## config.mk

```make
export PLATFORM = sky130hd
export DESIGN_NAME = stride_spreader
export DESIGN_NICKNAME = d
export VERILOG_FILES = /design/src/rtl/stride_spreader.sv
export SDC_FILE = /design/constraint.sdc
export NUM_CORES = 1
export LEC_CHECK = 0
export BUFFER_PORTS_ARGS = -buffer_cell sky130_fd_sc_hd__buf_4
export CORE_MARGIN = 4
export CORE_UTILIZATION = 40
export DETAILED_ROUTE_END_ITERATION = 10
export PLACE_DENSITY_LB_ADDON = 0.12
export SYNTH_ARGS = -nofsm -noshare
export SYNTH_HDL_FRONTEND = slang
export SYNTH_SLANG_ARGS = --single-unit
```

## constraint.sdc

```tcl
create_clock -name clk -period 4.06 [get_ports clk]
set_clock_uncertainty 0.1 [all_clocks]
set_input_delay 0.812 -clock clk [delete_from_list [all_inputs] [get_ports clk]]
set_output_delay 0.812 -clock clk [all_outputs]
set_load 0.01 [all_outputs]
```

## src/rtl/stride_spreader.sv

```systemverilog
module stride_spreader #(
  parameter int DW        = 16,
  parameter int MAX_LOG2N = 4,
  parameter int BW        = 4,
  parameter int CW        = 4,
  parameter int LW        = 3
) (
  input  logic          clk,
  input  logic          rst_n,
  input  logic [BW-1:0] cfg_stride,
  input  logic [CW-1:0] cfg_expand,
  input  logic [LW-1:0] cfg_log2n,
  input  logic          in_valid,
  input  logic [DW-1:0] in_re,
  input  logic [DW-1:0] in_im,
  output logic          out_valid,
  output logic [DW-1:0] out_re,
  output logic [DW-1:0] out_im,
  output logic          out_last,
  output logic          err_range
);
  localparam int NMAX = 1 << MAX_LOG2N;
  localparam int NW   = MAX_LOG2N + 1;
  localparam int TW   = MAX_LOG2N + CW;
  localparam int AW   = BW + MAX_LOG2N + 1;

  logic [2*DW-1:0] store [NMAX];

  logic            emitting;
  logic [BW-1:0]   b_q;
  logic [CW-1:0]   c_q;
  logic [NW-1:0]   n_q;
  logic [MAX_LOG2N-1:0] wr_cnt;
  logic [TW-1:0]   pos;
  logic [NW-1:0]   src;
  logic [AW-1:0]   slot;

  logic [BW-1:0]   b_in;
  logic [CW-1:0]   c_in;
  logic [LW-1:0]   l_in;
  logic [NW-1:0]   n_in, n_cur, src_nx;
  logic [TW-1:0]   total;
  logic            take, start, last_load, hit, last_out;

  assign b_in  = (cfg_stride == '0) ? BW'(1) : cfg_stride;
  assign c_in  = (cfg_expand == '0) ? CW'(1) : cfg_expand;
  assign l_in  = (cfg_log2n < LW'(2)) ? LW'(2) :
                 (cfg_log2n > LW'(MAX_LOG2N)) ? LW'(MAX_LOG2N) : cfg_log2n;
  assign n_in  = NW'(1) << l_in;

  assign take      = !emitting && in_valid;
  assign start     = take && (wr_cnt == '0);
  assign n_cur     = start ? n_in : n_q;
  assign last_load = take && ({1'b0, wr_cnt} == n_cur - NW'(1));

  assign total    = TW'(c_q) * TW'(n_q);
  assign hit      = emitting && (src < n_q) && (AW'(pos) == slot);
  assign last_out = emitting && (pos == total - TW'(1));
  assign src_nx   = src + NW'(hit);

  always_ff @(posedge clk) begin
    if (take) store[wr_cnt] <= {in_re, in_im};
  end

  always_ff @(posedge clk or negedge rst_n) begin
    if (!rst_n) begin
      emitting  <= 1'b0;
      b_q       <= BW'(1);
      c_q       <= CW'(1);
      n_q       <= NW'(4);
      wr_cnt    <= '0;
      pos       <= '0;
      src       <= '0;
      slot      <= '0;
      out_valid <= 1'b0;
      out_last  <= 1'b0;
      out_re    <= '0;
      out_im    <= '0;
      err_range <= 1'b0;
    end else begin
      out_valid <= emitting;
      out_last  <= last_out;
      {out_re, out_im} <= hit ? store[src[MAX_LOG2N-1:0]] : '0;

      if (start) begin
        b_q <= b_in;
        c_q <= c_in;
        n_q <= n_in;
      end

      if (take) begin
        wr_cnt <= last_load ? '0 : wr_cnt + 1'b1;
        if (last_load) begin
          emitting <= 1'b1;
          pos      <= '0;
          src      <= '0;
          slot     <= '0;
        end
      end

      if (emitting) begin
        pos <= pos + 1'b1;
        src <= src_nx;
        if (hit) slot <= slot + AW'(b_q);
        if (last_out) begin
          emitting <= 1'b0;
          if (src_nx < n_q) err_range <= 1'b1;
        end
      end
    end
  end
endmodule

```

==> results_dict.tcl <==
set metrics [dict create \
    outcome "complete, no violations" \
    synth_ff_type "edfxtp_1" \
    drt-met1-wl_microns 23440 \
    cp_cell_sequence "nand2_1, ha_1, fa_1, fa_1, inv_1, ha_1, xnor2_1, xnor2_1, nor4_1, nand4_1, nor3_1, a21o_1" \
    insertion_delay_ns 0.62 \
    end_kind "flop" \
    cts_resized 0 \
    crit_type "reg2reg" \
    cts_hold_buffers 0 \
    rsz0062_at_grt "no" \
    critical_path_arrival_ns 4.07 \
    detail_route.wirelength_microns 52060 \
    ys_ff_latch 587 \
    path_buf_inv 1 \
    slowest_delay_ns 0.49 \
    fillers 4926 \
    root_buffer "clkbuf_16" \
    final.period_utilization 0.8916 \
    top_layer "met5" \
    io_buffers 80 \
    detail-route-antenna-nets 0 \
    startpoint_type "flop" \
    nets 1358 \
    dp_hpwl_microns 27270 \
    cts_made_buffers 59 \
    drv_slew 0 \
    grt_max_degree 133 \
    syn_area_sq_um 23530 \
    grt_pass1_vias 11780 \
    path_clk_slew_ns 0.06 \
    grt.total_usage 0.1673 \
    ys_warn_count 0 \
    coreArea_sq_um 57920 \
    die_area_sq_um 62760 \
    seq_area_sq_um 17270 \
    syn_to_final_growth_pct 15.48 \
    routedWlPerCell_microns 24.99 \
    setup_viol 0 \
    final.setup.tns_ns 0 \
    vdd_ir_drop_max_uv 423.0 \
    worst_pin_slew_ns 0.9533 \
    htree_levels 2 \
    antenna_found_initial 3 \
    drive_gt1_frac 0.2961 \
    synth_cells 1150 \
    power_density_nw_per_um2 623.3 \
    tritoncts "yes" \
    start_util 0.4062 \
    die_h_microns 250.5 \
    synth-async-reset-ratio 0.1278 \
    critPathRequiredTime_ns 4.51 \
    fp-row-count 88 \
    cts.sinks 587 \
    via_per_inst 5.365 \
    path_max_fanout 7 \
    place_congestion 0.7264 \
    cts_setup_buffers 0 \
    ios 81 \
    gr-total-overflow 0 \
    cap_violations 0 \
    grt_pass1_wl_microns 78470 \
    whs_ns 0.02080 \
    slew_headroom 0.3644 \
    fmax_mhz 276.3 \
    power_w 0.01693 \
    dr_wl_met3_microns 2034 \
    drt-initial-drc-count 888 \
    p_leak_nw 9.369 \
    die_w_microns 250.5 \
    synth-edff-count 512 \
    multi_input_area_sq_um 5942 \
    period_minus_slack_ns 3.620 \
    num_vias 11180 \
    clockBufferDepth 3 \
    dr_wl_met2_microns 25560 \
    slowest_stage "fa_1" \
    firstDrtPassIters 6 \
    drc 0 \
    syn_nets 1239 \
    hp-class "in2async" \
    syn-mean-instance-area_sq_um 20.46 \
    synth_cell_types 55 \
    ys_seq_area_frac 0.7334 \
    hold_viol 0 \
    critPathTopFamily "adder cells" \
]
## cells in the mapped netlist (2+ instances only)
cell / n / area, sq um
a211oi_1: 2 / 15.01
a21o_1: 9 / 67.56
a21oi_1: 14 / 70.07
and2_1: 49 / 306.5
and3_1: 5 / 31.28
buf_1: 7 / 26.28
buf_2: 17 / 85.08
buf_6: 2 / 22.52
clkbuf_1: 26 / 97.59
dfrtp_1: 72 / 1802
dfstp_2: 3 / 78.83
edfxtp_1: 512 / 15370
fa_1: 8 / 160.2
ha_1: 35 / 437.9
inv_1: 28 / 105.1
mux2i_1: 6 / 60.06
mux4_2: 160 / 3603
nand2_1: 51 / 191.4
nand2b_1: 2 / 12.51
nand3_1: 6 / 30.03
nand4_1: 8 / 50.05
nor2_1: 18 / 67.56
nor2b_1: 3 / 18.77
nor3_1: 6 / 30.03
o211ai_1: 3 / 22.52
o21a_1: 2 / 15.01
o21ai_0: 20 / 100.1
o311ai_0: 2 / 17.52
o31ai_1: 6 / 45.04
or3_1: 4 / 25.02
or4_1: 3 / 22.52
xnor2_1: 20 / 175.2
xor2_1: 19 / 166.4
## placed cells by master (no fill, tap or decap), types with 19 or more instances in the layout
cell         n
edfxtp_1   512
buf_4      100
dfrtp_1     68
o21ai_0     20
nand2_1     51
clkbuf_16   59
ha_1        35
inv_1       28
and2_1      37
xor2_1      19
mux4_2     160
xnor2_1     20
## state kept, by name (all words and copies together) (netlist names)
signal / count
store: 512
out_im: 16
out_re: 16
slot: 9
pos: 8
n_q: 5
src: 5
b_q: 4
c_q: 4
wr_cnt: 4
emitting: 1
err_range: 1
out_last: 1
out_valid: 1
## through the flow
stage               area [sq um]  utilization  setup slack [ns]  std cells
finish                     27170       0.4691            0.4401       2083
global route               27170       0.4691            0.1911       2082
CTS                        27170       0.4691            0.4626       2082
floorplan                  23530            -            0.5792       1150
global placement           25250       0.4359            0.5030       1973
detailed placement         25250       0.4359            0.3973       1973
## worst reg2reg max path, stage by stage (launching register included)
cell     delay [ns]
dfrtp_1        0.44
nand2_1        0.08
ha_1           0.32
fa_1           0.48
fa_1           0.49
inv_1          0.04
ha_1           0.32
xnor2_1        0.15
xnor2_1        0.12
nor4_1         0.26
nand4_1        0.14
nor3_1         0.43
a21o_1         0.17
## layout make-up
cell class | instances | share of cell area
Sequential cell | 587 | 0.6356
Multi-Input combinational cell | 481 | 0.2187
Clock buffer | 80 | 0.06056
Timing Repair Buffer | 111 | 0.03574
Tap cell | 765 | 0.03523
Clock inverter | 29 | 0.01009
Inverter | 29 | 0.004007
Antenna cell | 1 | 0.00009211
## routing by layer
metal	global-route usage	up-vias
met3	0.02637	72
li1	-	4870
met4	0.04153	4
met2	0.2742	229
met1	0.2380	6000
met5	0	-
## power breakdown
part / internal [W] / switching, W / total [W] / leakage (nW)
Combinational: 0.00204 / 0.00212 / 0.00416 / 2.84
Sequential: 0.00714 / 0.000302 / 0.00744 / 5.57
Clock: 0.00309 / 0.00225 / 0.00534 / 0.953
Total: 0.0123 / 0.00467 / 0.0169 / 9.37
## path summary, 6_finish.rpt
kind,cells past startpoint,from,slack (ns),endpoint
min reg2reg,2,b_q[0]$_DFFE_PN1N_,0.36,b_q[0]$_DFFE_PN1N_
min in group clk,3,cfg_expand[1],0.31,c_q[1]$_DFFE_PN0N_
min,1,rst_n,0.02,out_im[1]$_DFF_PN0_
max,12,n_q[1]$_DFF_PN0_,0.44,err_range$_DFFE_PN0P_
max reg2reg,12,n_q[1]$_DFF_PN0_,0.44,err_range$_DFFE_PN0P_
max in group asynchronous,2,rst_n,3.03,n_q[2]$_DFF_PN1_
## kinds of logic (layout without fill, tap and decap cells)
group / Yosys count / in the layout / share of synthesized area
AOI/OAI and AO/OA: 67 / 67 / 0.01856
xor gates and xnor gates: 39 / 39 / 0.01452
adders and majority gates: 43 / 43 / 0.02542
buffers and inverters: 82 / 249 / 0.01478
DFF: 587 / 587 / 0.7334
muxes: 166 / 166 / 0.1557
other: 0 / 1 / 0
and+or+nand+nor: 166 / 166 / 0.03755
(Power assumes the default switching activity.)
